==> config.mk <==
export PLATFORM = sky130hd
export DESIGN_NAME = sram_bus_ctrl
export DESIGN_NICKNAME = d
export VERILOG_FILES = /design/src/rtl/lbc_pkg.sv /design/src/rtl/lbc_area_decode.sv /design/src/rtl/lbc_timing_fsm.sv /design/src/rtl/lbc_lane_ctrl.sv /design/src/rtl/sram_bus_ctrl.sv
export SDC_FILE = /design/constraint.sdc
export NUM_CORES = 1
export LEC_CHECK = 0
export BUFFER_PORTS_ARGS = -buffer_cell sky130_fd_sc_hd__buf_4
export CORE_UTILIZATION = 50
export DETAILED_ROUTE_END_ITERATION = 10
export PLACE_DENSITY = 0.83
export SYNTH_ARGS = -nofsm -noshare
export SYNTH_HDL_FRONTEND = slang
export SYNTH_SLANG_ARGS = --single-unit
==> constraint.sdc <==
create_clock -name clk -period 4.3 [get_ports clk]
set_input_delay 0.215 -clock clk [delete_from_list [all_inputs] [get_ports clk]]
set_output_delay 0.215 -clock clk [all_outputs]
set_load 0.02 [all_outputs]
==> src/rtl/lbc_pkg.sv <==
package lbc_pkg;

    localparam int ADDR_W       = 29;
    localparam int DATA_W       = 32;
    localparam int LANES        = DATA_W / 8;
    localparam int AREA_SEL_LSB = 26;
    localparam int AREA_SEL_W   = 3;
    localparam int CFG_W        = 14;
    localparam int CNT_W        = 5;
    localparam logic [CNT_W-1:0] WAIT_LIMIT = 5'd25;

    typedef enum logic [1:0] {
        BW_8   = 2'b00,
        BW_16  = 2'b01,
        BW_32  = 2'b10,
        BW_RSV = 2'b11
    } bus_width_e;

    // packed layout, MSB first: width[13:12] bs_hold[11] hold[10:8] wait[7:3] setup[2:0]
    typedef struct packed {
        bus_width_e       width;
        logic             bs_hold;
        logic [2:0]       hold;
        logic [CNT_W-1:0] wait_cnt;
        logic [2:0]       setup;
    } area_cfg_t;

    typedef enum logic [1:0] {
        ST_IDLE,
        ST_SETUP,
        ST_STROBE,
        ST_HOLD
    } cyc_state_e;

    function automatic logic [LANES-1:0] lanes_of(input bus_width_e w);
        case (w)
            BW_8:    lanes_of = 4'b0001;
            BW_16:   lanes_of = 4'b0011;
            default: lanes_of = 4'b1111;
        endcase
    endfunction

    function automatic logic [DATA_W-1:0] lane_bits(input logic [LANES-1:0] m);
        for (int i = 0; i < LANES; i++) begin
            lane_bits[i*8 +: 8] = {8{m[i]}};
        end
    endfunction

    function automatic logic [CNT_W-1:0] clamp_wait(input logic [CNT_W-1:0] w);
        clamp_wait = (w > WAIT_LIMIT) ? WAIT_LIMIT : w;
    endfunction

endpackage

==> src/rtl/lbc_area_decode.sv <==
module lbc_area_decode
    import lbc_pkg::*;
#(
    parameter int NUM_AREAS = 2
) (
    input  logic [AREA_SEL_W-1:0]      sel,
    input  logic [NUM_AREAS*CFG_W-1:0] cfg_flat,
    output logic                       hit,
    output area_cfg_t                  cfg
);

    area_cfg_t cfg_arr [NUM_AREAS];

    for (genvar k = 0; k < NUM_AREAS; k++) begin : g_unpack
        assign cfg_arr[k] = area_cfg_t'(cfg_flat[k*CFG_W +: CFG_W]);
    end

    assign hit = ({1'b0, sel} < (AREA_SEL_W+1)'(NUM_AREAS));

    always_comb begin
        cfg = '0;
        for (int k = 0; k < NUM_AREAS; k++) begin
            if (sel == AREA_SEL_W'(k)) begin
                cfg = cfg_arr[k];
            end
        end
        cfg.wait_cnt = clamp_wait(cfg.wait_cnt);
    end

endmodule

==> src/rtl/lbc_timing_fsm.sv <==
module lbc_timing_fsm
    import lbc_pkg::*;
(
    input  logic             clk,
    input  logic             rst,
    input  logic             start,
    input  logic [2:0]       setup,
    input  logic [CNT_W-1:0] wait_cnt,
    input  logic [2:0]       hold,
    input  logic             bs_hold,
    input  logic             rdy_n,
    output cyc_state_e       state,
    output logic             strobe_last,
    output logic             last_cycle,
    output logic             bs_act
);

    logic [CNT_W-1:0] cnt;
    logic [CNT_W-1:0] wait_q;
    logic [2:0]       hold_q;
    logic             bs_ext;
    logic             stretch;

    // ready only matters when a nonzero wait was programmed
    assign stretch     = (wait_q != '0) && rdy_n;
    assign strobe_last = (state == ST_STROBE) && (cnt == '0) && !stretch;
    assign last_cycle  = (strobe_last && (hold_q == '0)) ||
                         ((state == ST_HOLD) && (cnt == '0));

    always_ff @(posedge clk) begin
        if (rst) begin
            state  <= ST_IDLE;
            cnt    <= '0;
            wait_q <= '0;
            hold_q <= '0;
        end else begin
            case (state)
                ST_IDLE: begin
                    if (start) begin
                        wait_q <= wait_cnt;
                        hold_q <= hold;
                        if (setup != '0) begin
                            state <= ST_SETUP;
                            cnt   <= {2'b00, setup} - 5'd1;
                        end else begin
                            state <= ST_STROBE;
                            cnt   <= wait_cnt;
                        end
                    end
                end
                ST_SETUP: begin
                    if (cnt == '0) begin
                        state <= ST_STROBE;
                        cnt   <= wait_q;
                    end else begin
                        cnt <= cnt - 5'd1;
                    end
                end
                ST_STROBE: begin
                    if (cnt != '0) begin
                        cnt <= cnt - 5'd1;
                    end else if (!stretch) begin
                        if (hold_q != '0) begin
                            state <= ST_HOLD;
                            cnt   <= {2'b00, hold_q} - 5'd1;
                        end else begin
                            state <= ST_IDLE;
                        end
                    end
                end
                ST_HOLD: begin
                    if (cnt == '0) begin
                        state <= ST_IDLE;
                    end else begin
                        cnt <= cnt - 5'd1;
                    end
                end
                default: state <= ST_IDLE;
            endcase
        end
    end

    // bus-start: first cycle, plus one more when enabled with a nonzero setup
    always_ff @(posedge clk) begin
        if (rst) begin
            bs_act <= 1'b0;
            bs_ext <= 1'b0;
        end else if (start) begin
            bs_act <= 1'b1;
            bs_ext <= bs_hold && (setup != '0);
        end else if (bs_ext) begin
            bs_ext <= 1'b0;
        end else begin
            bs_act <= 1'b0;
        end
    end

endmodule

==> src/rtl/lbc_lane_ctrl.sv <==
module lbc_lane_ctrl
    import lbc_pkg::*;
(
    input  logic              clk,
    input  logic              rst,
    input  logic              start,
    input  logic              miss,
    input  logic              write,
    input  logic [LANES-1:0]  be,
    input  bus_width_e        width,
    input  logic              strobe,
    input  logic              strobe_last,
    input  logic [DATA_W-1:0] bus_rdata,
    output logic              rd_n,
    output logic [LANES-1:0]  we_n,
    output logic [DATA_W-1:0] rdata
);

    logic             write_q;
    logic [LANES-1:0] lane_q;
    logic [LANES-1:0] wmask_q;

    always_ff @(posedge clk) begin
        if (rst) begin
            write_q <= 1'b0;
            lane_q  <= '0;
            wmask_q <= '0;
        end else if (start) begin
            write_q <= write;
            lane_q  <= lanes_of(width);
            wmask_q <= be & lanes_of(width);
        end
    end

    assign rd_n = !(strobe && !write_q);
    assign we_n = (strobe && write_q) ? ~wmask_q : '1;

    always_ff @(posedge clk) begin
        if (rst) begin
            rdata <= '0;
        end else if (miss) begin
            rdata <= '0;
        end else if (strobe_last && !write_q) begin
            rdata <= bus_rdata & lane_bits(lane_q);
        end
    end

endmodule

==> src/rtl/sram_bus_ctrl.sv <==
module sram_bus_ctrl
    import lbc_pkg::*;
#(
    parameter int NUM_AREAS = 2
) (
    input  logic                       clk,
    input  logic                       rst,
    input  logic                       req_valid,
    input  logic                       req_write,
    input  logic [ADDR_W-1:0]          req_addr,
    input  logic [LANES-1:0]           req_be,
    input  logic [DATA_W-1:0]          req_wdata,
    output logic                       req_ready,
    output logic                       done,
    output logic [DATA_W-1:0]          rdata,
    input  logic [NUM_AREAS*CFG_W-1:0] cfg_area,
    output logic [ADDR_W-1:0]          bus_addr,
    output logic [DATA_W-1:0]          bus_wdata,
    input  logic [DATA_W-1:0]          bus_rdata,
    output logic [NUM_AREAS-1:0]       bus_cs_n,
    output logic                       bus_rd_n,
    output logic [LANES-1:0]           bus_we_n,
    output logic                       bus_bs_n,
    input  logic                       bus_rdy_n
);

    logic                  accept;
    logic                  hit;
    logic                  start;
    logic                  miss;
    area_cfg_t             acfg;
    cyc_state_e            state;
    logic                  strobe_last;
    logic                  last_cycle;
    logic                  bs_act;
    logic                  busy;
    logic [AREA_SEL_W-1:0] area_q;

    assign req_ready = (state == ST_IDLE);
    assign accept    = req_valid && req_ready;
    assign start     = accept && hit;
    assign miss      = accept && !hit;
    assign busy      = (state != ST_IDLE);

    lbc_area_decode #(.NUM_AREAS(NUM_AREAS)) u_decode (
        .sel      (req_addr[AREA_SEL_LSB +: AREA_SEL_W]),
        .cfg_flat (cfg_area),
        .hit      (hit),
        .cfg      (acfg)
    );

    lbc_timing_fsm u_fsm (
        .clk         (clk),
        .rst         (rst),
        .start       (start),
        .setup       (acfg.setup),
        .wait_cnt    (acfg.wait_cnt),
        .hold        (acfg.hold),
        .bs_hold     (acfg.bs_hold),
        .rdy_n       (bus_rdy_n),
        .state       (state),
        .strobe_last (strobe_last),
        .last_cycle  (last_cycle),
        .bs_act      (bs_act)
    );

    lbc_lane_ctrl u_lane (
        .clk         (clk),
        .rst         (rst),
        .start       (start),
        .miss        (miss),
        .write       (req_write),
        .be          (req_be),
        .width       (acfg.width),
        .strobe      (state == ST_STROBE),
        .strobe_last (strobe_last),
        .bus_rdata   (bus_rdata),
        .rd_n        (bus_rd_n),
        .we_n        (bus_we_n),
        .rdata       (rdata)
    );

    always_ff @(posedge clk) begin
        if (rst) begin
            bus_addr  <= '0;
            bus_wdata <= '0;
            area_q    <= '0;
            done      <= 1'b0;
        end else begin
            done <= last_cycle || miss;
            if (accept) begin
                bus_addr  <= req_addr;
                bus_wdata <= req_wdata;
                area_q    <= req_addr[AREA_SEL_LSB +: AREA_SEL_W];
            end
        end
    end

    for (genvar k = 0; k < NUM_AREAS; k++) begin : g_cs
        assign bus_cs_n[k] = !(busy && (area_q == AREA_SEL_W'(k)));
    end

    assign bus_bs_n = !bs_act;

endmodule

Word-level counts from Yosys, hierarchy flattened
Cells that the tools add are included.

cells by class
  add/subtract/negate cells = 3
  equality and inequality tests = 15
  order comparisons = 2
  reduce and logical (&&, ||, !) cells = 39
  bitwise gates (word level) = 4
  multiplexer cells = 25

operator list
  operator                                                               number
  5-bit 2-to-1 mux                                                       8
  32-bit bitwise AND                                                     1
  14-bit 2-to-1 mux                                                      2
  5-bit case mux with 4 select lines                                     1
  1-bit logical AND                                                      14
  2-bit 2-to-1 mux                                                       7
  4-bit 2-to-1 mux                                                       3
  2-bit != test, second input constant                                   5
  5-bit nonzero test                                                     2
  3-bit logical NOT                                                      3
  2-bit case mux with 4 select lines                                     1
  4-bit case mux with 2 select lines                                     1
  3-bit by 1-bit subtractor with 4-bit output, second input constant     2
  1-bit logical NOT                                                      7
  3-bit by 1-bit equality test with 1-bit output, second input constant  2
  3-bit != test, second input constant                                   2
  3-bit nonzero test                                                     2
  5-bit greater-than comparator, second input constant                   1
  5-bit logical NOT                                                      1
  5-bit AND reduction                                                    1
  5-bit by 1-bit subtractor with 5-bit output, second input constant     1
  4-bit bitwise AND                                                      1
  2-bit by 1-bit equality test with 1-bit output, second input constant  2
  2-bit equality test, second input constant                             2
  11 further kinds                                                       16

storage, ports and cells
  output and inout port bits = 103
  bits in registers = 123

Longest topological paths before layout
Gate-level depths: netlist of the first run.

  depth after elaboration = 8
  mapped depth = 12
  depth with buffers taken out = 9

Hierarchy
From an unflattened synthesis of the first run, not the netlist that was laid out.

second synthesis, totals
  cell total of the unflattened synthesis = 648
  area total of the unflattened synthesis = 5,993.2 µm²

by module, submodules not included
  module           cells an instance  area each (µm²)  instances
  sram_bus_ctrl    276                2,877.8          1
  lbc_lane_ctrl    181                1,650.3          1
  lbc_timing_fsm   153                1,199.9          1
  lbc_area_decode  38                 265.3            1

Least setup slack after synthesis of the first run
Ideal clock, no wire load.

  kind = in2reg
  from = in req_addr[26]
  to = reg u_fsm.cnt[3]
  stages = 11
  path buffers = 3
  path slack = 1.723 ns
  arrival time = 2.463 ns
  cell sequence = buf_2 buf_1 mux2_2 nand2_1 ha_1 ha_1 or3_1 clkbuf_1 o32ai_1 nor4_1 o21a_1

on the way
  longest elaborated chain between the ends = 8
  elaborated cells between the ends (all ways) = 15
  classes of those cells = add/sub (1); order compare (2); eq/ne (2); mux (6); reduce/logical (4)

ends and longest elaborated chain
  what                                line                   RTL
  start, declared                     sram_bus_ctrl.sv:10    input logic [ADDR_W-1:0] req_addr,
  3-bit logical NOT                   lbc_area_decode.sv:23  if (sel == AREA_SEL_W'(k)) begin
  14-bit 2-to-1 mux (2 in series)     lbc_area_decode.sv:23
  5-bit greater-than comparator       lbc_pkg.sv:50          clamp_wait = (w > WAIT_LIMIT) ? WAIT_LIMIT : w;
  5-bit 2-to-1 mux                    lbc_pkg.sv:50
  5-bit 2-to-1 mux                    lbc_timing_fsm.sv:42   if (setup != '0) begin
  5-bit 2-to-1 mux                    lbc_timing_fsm.sv:39   if (start) begin
  5-bit case mux with 4 select lines  lbc_timing_fsm.sv:37   case (state)
  end signal, assigned                lbc_timing_fsm.sv:44   cnt <= {2'b00, setup} - 5'd1;
  end signal, assigned                lbc_timing_fsm.sv:47   cnt <= wait_cnt;
  end signal, assigned                lbc_timing_fsm.sv:54   cnt <= wait_q;
  end, declared                       lbc_timing_fsm.sv:18   logic [CNT_W-1:0] cnt;

Several ways; a longest one is shown, not always the timed one. The select of a mux whose other input is x is not followed.
A chain may end at the register's enable or synchronous reset.

Worst setup path after layout of the first run
  from = reg u_fsm.cnt[1]
  to = reg u_lane.rdata[18]

on the way
  longest elaborated chain between the ends = 4

ends and longest elaborated chain
  what                             line                  RTL
  5-bit logical NOT                lbc_timing_fsm.sv:26  assign strobe_last = (state == ST_STROBE) && (cnt == '0) && !stretch;
  1-bit logical AND (2 in series)  lbc_timing_fsm.sv:26
  1-bit logical AND                lbc_lane_ctrl.sv:43   end else if (strobe_last && !write_q) begin
  end signal, assigned             lbc_lane_ctrl.sv:44   rdata <= bus_rdata & lane_bits(lane_q);
  end, declared                    lbc_lane_ctrl.sv:16   output logic [DATA_W-1:0] rdata

No other way between the ends.

==> reports/results.md, run 1 <==
| Result | Value | Unit |
|---|---|---|
| RSZ-0062 raised after global routing | no | - |
| Max transition margin | 0.183 | - |
| Root Driver | clkbuf_8 | - |
| Cell at the slowest stage of the critical path | nor3_4 | - |
| Tmin final | 2.91 | ns |
| Area of the mapped netlist | 4900 | µm² |
| Compound-Gate Fraction of Synth Area | 0.176 | - |
| Cells after DPL | 945 | - |
| Die width | 101 | µm |
| Post-route setup slack | 1.39 | ns |
| Critical Path Start Type | flip-flop | - |
| Number of nets in the layout | 1,062 | - |
| DRC violation total after the first TritonRoute iteration | 303 | - |
| Dominant combinational cell family by area after synthesis | simple AND/OR/NAND/NOR gates | - |
| Initial antenna violation count | 1 | - |
| Crit-path leading delay family | simple AND/OR/NAND/NOR gates | - |
| Full die area | 10,200 | µm² |
| Biggest area contributors in the synthesized netlist | dfxtp_1 49%, nand2_1 14%, a21oi_1 11%, nand3_1 3.7%, clkbuf_1 3.0% | - |
| Nets in the synthesized netlist | 764 | - |
| Number of cell rows | 35 | - |
| Total number of yosys warnings | 0 | - |
| Portion of the clock cycle consumed by the worst path in the final layout | 0.678 | - |
| Top-area cell type share of the netlist area | 0.487 | - |
| PnR Total Power | 0.00321 | W |
| Depth of the CTS H-tree | 4 | - |
| Data required time of the worst path | 4.73 | ns |
| Type of element capturing the critical path | flip-flop | - |
| Number of I/O port buffers | 232 | - |
| Post-CTS repair timing setup buffer count | 0 | - |
| Fraction of final layout cells with drive strength greater than 1 | 0.294 | - |
| Number of hold-slack violations in the final timing report | 0 | - |
| Worst setup slack after placement | 1.62 | ns |
| Crit-path max FO | 32 | - |
| Synth unique cells | 49 | - |
| Number of global-route vias before repair | 5,993 | - |
| I/O pin count | 233 | - |
| CTS tree | yes | - |
| Antenna violation net count after detailed routing | 0 | - |
| Register-to-register setup slack | 1.39 | ns |
| Vias per inst | 5.61 | - |
| Crit path arrival time | 3.34 | ns |
| Initial core utilization | 0.522 | - |
| Leading area contributor after synthesis | dfxtp_1 | - |
| Clock Pin Slew Worst Setup and Hold Paths | 0.06 | ns |
| Post-cts hold buffer count | 91 | - |
| Number of clock buffers inserted by TritonCTS | 17 | - |
| Cell-by-cell listing of the critical path | inv_1 > ha_1 > or4b_1 > nor3_4 > nand3_1 > a21oi_1 | - |
| Critical path class | flip-flop to flip-flop | - |
| Global-route total usage across every layer | 0.385 | - |
| Number of detailed-route iterations in the first pass | 5 | - |
| Max Slew Vio Count | 0 | - |
| Result of the run | finished, final reports clean | - |
| XOR/XNOR Fraction of Synth Area | 0.00179 | - |
| Leakage power | 3.48 | nW |
| Max-cap violations | 0 | - |
| Portion of the post-synthesis area used by sequential elements | 0.487 | - |
| Vias post-DR | 5,998 | - |
| Final weighted congestion of routability-driven global placement | 0.983 | - |
| Final non-filler cell total | 1,069 | - |
| Synthesized-area fraction occupied by and/or/nand/nor cells | 0.244 | - |
| Max Freq | 343 | MHz |
| WP buf/inv | 1 | - |
| Detailed placer's ending HPWL | 10,600 | µm |
| Syn-to-layout area delta | 66.0 | % |
| Wire length of the first global-routing pass | 29,800 | µm |
| Post-route setup TNS | 0 | ns |
| Mean post-synth cell area | 7.78 | µm² |
| Sink count of the clock tree | 119 | - |
| Buffer depth of the longest clock path | 2 | - |
| Worst IR Drop VDD | 0.361 | mV |
| Die height | 101 | µm |
| Area of the core | 9370 | µm² |
| Post-synthesis adder-cell area fraction | 0.0151 | - |
| Transition at the pin with the smallest max-transition slack | 1.22 | ns |
| GRT Residual Overflow | 0 | - |
| Filler Cell Count | 493 | - |
| Number of failing setup endpoints in the final timing report | 0 | - |
| Total power per unit cell area | 396 | nW/µm² |
| Share of cell area taken by muxes after synthesis | 0.0296 | - |
| Largest net degree at the start of global routing | 85 | - |
| Mapped Cells | 629 | - |
| # DRC | 0 | - |
| Register bit total from synthesis | 119 | - |
| Worst clock skew on the final layout | 0.00872 | ns |
| Worst stage delay on the critical path | 1.01 | ns |
| Top FF cell, synth | dfxtp_1 | - |
| Worst hold-check path type | input pin to flip-flop | - |
| Count of instances resized after the clock tree is built | 0 | - |
| Final core occ | 0.867 | - |
| Clock network latency to the later pin of the worst-skew pair | 0.52 | ns |
| Sum of routed wire length over all layers | 19,700 | µm |
| Fraction of synthesis flops using an asynchronous set or reset pin | 0 | - |
| EDFF count, synth | 0 | - |
| Per-cell routed wire length | 18.4 | µm |
## per-stage QoR
step                instance area [µm²]  hold WS (ns)
floorplan                          4900         0.351
global placement                   6650         0.434
detailed placement                 6650         0.436
CTS                                8110       0.00181
global route                       8130      -0.00241
finish                             8130       0.00870
## worst min-delay path, stage by stage
cell and delay, ns:
buf_4 0.11, nand3_1 0.08, a21oi_1 0.07
## where the power goes
| part | switching [W] | internal (W) | total (W) | leakage (nW) |
|---|---|---|---|---|
| Sequential | 0.0000578 | 0.00116 | 0.00122 | 0.971 |
| Combinational | 0.000353 | 0.000298 | 0.000651 | 2.23 |
| Clock | 0.000496 | 0.000844 | 0.00134 | 0.281 |
## cell type report
class	count	area [µm²]	share of cell area
diodes	1	2.50	0.000308
clock buffers	21	449	0.0553
clock inverters	10	104	0.0128
inverters	10	37.5	0.00462
multi-input cells	451	2300	0.283
flip-flops and latches	119	2380	0.293
well taps	129	161	0.0199
repair buffers	328	2690	0.331
## path summary, 6_finish.rpt
| check | from | endpoint | cells after the start |
|---|---|---|---|
| setup / recovery | u_fsm.cnt[1] | u_lane.rdata[18] | 6 |
| hold / removal | bus_rdata[19] | u_lane.rdata[19] | 3 |
| setup reg to reg | u_fsm.cnt[1] | u_lane.rdata[18] | 6 |
| hold reg to reg | u_fsm.bs_ext | u_fsm.bs_act | 2 |
## per-layer routing
layer / global-route usage / routed length [µm] / up-vias
met2: 0.683 / 10000 / 394
met3: 0.111 / 1780 / 90
li1: - / - / 2730
met5: 0 / 0 / -
met4: 0.230 / 1030 / 0
met1: 0.403 / 6850 / 2784
## logic make-up (layout without fill, tap and decap cells)
kind of cell / count (synthesis) / after routing
AO/OA/AOI/OAI: 153 / 153
XOR/XNOR: 1 / 1
adder cells (fa/ha/maj): 6 / 6
buffers and inverters: 59 / 369
flip-flops: 119 / 119
multiplexers: 14 / 14
other: 0 / 1
AND/OR/NAND/NOR: 277 / 277
## flip-flops by register name, summed over array words and instances, names as in the netlist, 3 cells and up
signal          flops
u_lane.wmask_q      4
bus_addr           29
u_fsm.cnt           5
u_fsm.hold_q        3
u_fsm.wait_q        5
bus_wdata          32
u_lane.lane_q       3
u_lane.rdata       32
## Yosys cell counts (2+ instances only)
| cell | number |
|---|---|
| a211oi_1 | 7 |
| a21oi_1 | 112 |
| a221oi_1 | 2 |
| a22oi_1 | 2 |
| a31oi_1 | 2 |
| and2_1 | 3 |
| buf_1 | 2 |
| buf_2 | 8 |
| clkbuf_1 | 39 |
| dfxtp_1 | 119 |
| ha_1 | 5 |
| inv_1 | 10 |
| mux2_2 | 4 |
| mux2i_1 | 10 |
| nand2_1 | 180 |
| nand2b_1 | 4 |
| nand3_1 | 36 |
| nor2_1 | 23 |
| nor2b_1 | 2 |
| nor3_1 | 8 |
| nor4_1 | 4 |
| o21a_1 | 4 |
| o21ai_0 | 7 |
| o21ai_1 | 2 |
| o22ai_1 | 2 |
| o31ai_1 | 2 |
| or3_1 | 6 |
| or4_1 | 3 |
## layout by cell type, fill, tap and decap left out, types with 3 or more instances in the layout
master,netlist,layout
o21a_1,4,4
nand2_1,180,179
or3_1,6,6
dfxtp_1,119,119
ha_1,5,5
nand2b_1,4,4
buf_4,0,236
nor3_1,8,8
clkbuf_8,0,3
nand3_1,36,36
inv_1,10,10
nor4_1,4,4
mux2_2,4,4
a211oi_1,7,7
o21ai_0,7,7
or4_1,3,3
a21oi_1,112,112
clkbuf_16,0,16
nor2_1,23,23
mux2i_1,10,10
clkinv_2,0,7
dlygate4sd3_1,0,92
No activity file was read; power rests on OpenSTA's default activity.
==> run 2: changes to the inputs <==
- CORE_UTILIZATION: 50 -> 46
- PLACE_DENSITY: 0.83 -> 0.77
- clock period: 4.3 -> 3.05 ns (I/O delays scaled with it)
==> run 2 against run 1 <==
Sequential power increased by 41%. Cell count rose by 1.9%. Core utilization down 6.6 points. Combinational power rose by 44%. Clock skew shrank 0.0015 ns. Critical path depth shrank 2. Routed wire length fell by 4.8%. Critical endpoint is now bus_cs_n[0]. Highest routed layer unchanged.
==> reports/results.md, run 2 (synthesized netlist as in run 1, its figures left out) <==
| Result | Value | Unit | Delta |
|---|---|---|---|
| Worst stage delay on the critical path | 0.74 | ns | -0.27 ns |
| Cell at the slowest stage of the critical path | dfxtp_1 | - |  |
| Worst IR Drop VDD | 0.365 | mV | +1.1% |
| Die height | 105 | µm | +4.2% |
| Number of hold-slack violations in the final timing report | 0 | - | unchanged |
| Vias post-DR | 5,987 | - | -0.18% |
| Depth of the CTS H-tree | 4 | - | unchanged |
| Full die area | 11,100 | µm² | +8.5% |
| Crit path arrival time | 2.48 | ns | -0.86 ns |
| Largest net degree at the start of global routing | 62 | - | -27% |
| Tmin final | 2.63 | ns |  |
| Die width | 105 | µm | +4.2% |
| Clock network latency to the later pin of the worst-skew pair | 0.52 | ns | about the same |
| Fraction of final layout cells with drive strength greater than 1 | 0.298 | - | +0.00408 |
| Register-to-register setup slack | 0.49 | ns | -0.90 ns |
| Highest-count cells in the layout ignoring fill and taps | 243 x buf_4, 179 x nand2_1, 119 x dfxtp_1 | - |  |
| Final weighted congestion of routability-driven global placement | 0.873 | - | -11% |
| WP buf/inv | 1 | - | unchanged |
| Clock Pin Slew Worst Setup and Hold Paths | 0.06 | ns | about the same |
| Number of failing setup endpoints in the final timing report | 0 | - | unchanged |
| Post-route setup TNS | 0 | ns | unchanged |
| Count of instances resized after the clock tree is built | 0 | - | unchanged |
| Syn-to-layout area delta | 68.9 | % |  |
| Vias per inst | 5.50 | - | -2.0% |
| CTS tree | yes | - |  |
| Transition at the pin with the smallest max-transition slack | 1.03 | ns | -0.192 ns |
| Final instance area | 8270 | µm² | +1.8% |
| Initial core utilization | 0.474 | - | -0.0482 |
| Met3 WL post-DR | 1300 | µm | -27% |
| Sink count of the clock tree | 119 | - | unchanged |
| Max Used Layer | met4 | - |  |
| Max Slew Vio Count | 0 | - | unchanged |
| Post-placement cell area | 6710 | µm² | +0.92% |
| Detailed placer's ending HPWL | 11,200 | µm | +5.8% |
| Antenna violation net count after detailed routing | 0 | - | unchanged |
| # DRC | 0 | - | unchanged |
| Area of the core | 10,300 | µm² | +10% |
| Crit-path max FO | 19 | - | -41% |
| Buffer depth of the longest clock path | 2 | - | unchanged |
| Critical path class | flip-flop to primary output | - |  |
| Cell-by-cell listing of the critical path | nor2_1 > nor3_1 > nand2b_1 > buf_4 | - |  |
| Crit-path leading delay family | simple AND/OR/NAND/NOR gates | - |  |
| Number of nets in the layout | 1,076 | - | +1.3% |
| Number of detailed-route iterations in the first pass | 7 | - | +2 |
| Number of clock buffers inserted by TritonCTS | 17 | - | unchanged |
| Root Driver | clkbuf_8 | - |  |
| Max Freq | 380 | MHz |  |
| PnR Total Power | 0.00458 | W | +43% |
| Regs by FF count | bus_wdata: 32 flops, u_lane.rdata: 32 flops, bus_addr: 29 flops | - |  |
| Total power per unit cell area | 554 | nW/µm² | +40% |
| Critical Path Start Type | flip-flop | - |  |
| Initial antenna violation count | 0 | - | -1 |
| Most common library cell in the layout ignoring fill and taps | buf_4 | - |  |
| Max transition margin | 0.314 | - | +0.131 |
| Type of element capturing the critical path | primary output | - |  |
| Portion of the clock cycle consumed by the worst path in the final layout | 0.863 | - |  |
| Global-route total usage across every layer | 0.342 | - | -0.0428 |
| Wire length of the first global-routing pass | 29,800 | µm | +0.16% |
| RSZ-0062 raised after global routing | no | - |  |
| Post-route met1 wirelength | 7240 | µm | +5.7% |
| Number of global-route vias before repair | 6,144 | - | +2.5% |
| Leakage power | 3.54 | nW | +1.7% |
| Total inserted antenna cells | 0 | - | -1 |
| Worst clock skew on the final layout | 0.00719 | ns | -0.00153 ns |
| I/O pin count | 233 | - | unchanged |
| Result of the run | finished, final reports clean | - |  |
| Max-cap violations | 0 | - | unchanged |
| Per-cell routed wire length | 17.2 | µm | -6.5% |
| GRT Residual Overflow | 0 | - | unchanged |
| DRC violation total after the first TritonRoute iteration | 410 | - | +35% |
| Number of cell rows | 37 | - | +5.7% |
| Met2 WL post-DR | 9620 | µm | -3.9% |
| Sum of routed wire length over all layers | 18,700 | µm | -4.8% |
| Data required time of the worst path | 2.90 | ns | -1.83 ns |
| Number of I/O port buffers | 232 | - | unchanged |
| Worst hold-check path type | input pin to flip-flop | - |  |
[run 2: cell types whose count changed in the layout (fill, tap and decap cells not counted), sizes merged, moves of 2 or more]
cell         previous run  this run
buf                   236       243
dlygate4sd3            92        99
clkinv                  8         6
clkinvlp                0         2
[run 2: report_power, final]
group,internal [W],switching [W],leakage (nW)
logic,0.000434,0.000502,2.29
registers,0.00164,0.0000768,0.971
clock network,0.00120,0.000729,0.277
[run 2: layer usage]
layer | global-route usage | vias up
li1 | - | 2767
met3 | 0.0905 | 58
met4 | 0.156 | 0
met2 | 0.610 | 303
met1 | 0.378 | 2859
met5 | 0 | -
[run 2: through the flow]
stage	hold slack, ns	worst slack (ns)	utilization	cells
after floorplan	0.288	0.535	-	629
final	0.0130	0.418	0.801	1089
after detailed placement	0.400	0.509	0.650	959
after global routing	0.0297	0.325	0.801	1089
after global placement	0.389	0.613	0.650	959
after CTS	0.00182	0.464	0.801	1089
[run 2: layout make-up]
| cell class | count | area [µm²] |
|---|---|---|
| clock buffers | 20 | 445 |
| flip-flops and latches | 119 | 2380 |
| repair buffers | 342 | 2820 |
| well taps | 136 | 170 |
| clock inverters | 11 | 125 |
| inverters | 10 | 37.5 |
| fillers | 636 | 2050 |
| multi-input cells | 451 | 2300 |
[run 2: path summary, 6_finish.rpt]
kind             startpoint          endpoint  depth (start not counted)
max reg2reg    u_fsm.cnt[1]  u_lane.rdata[23]                          6
min             cfg_area[8]   u_fsm.hold_q[0]                          3
max          u_fsm.state[1]       bus_cs_n[0]                          4
min reg2reg    u_fsm.bs_ext      u_fsm.bs_act                          2
[run 2: timing repair]
item	in CTS	in global routing
hold endpoints to repair	98	0
hold buffers	99	0
setup buffers	0	0
[run 2: worst register-to-register path: stages (launching register included)]
cell     delay, ns
dfxtp_1       0.30
inv_1         0.10
ha_1          0.23
or4b_1        0.62
or3_1         0.83
nand2_1       0.27
a21oi_1       0.09
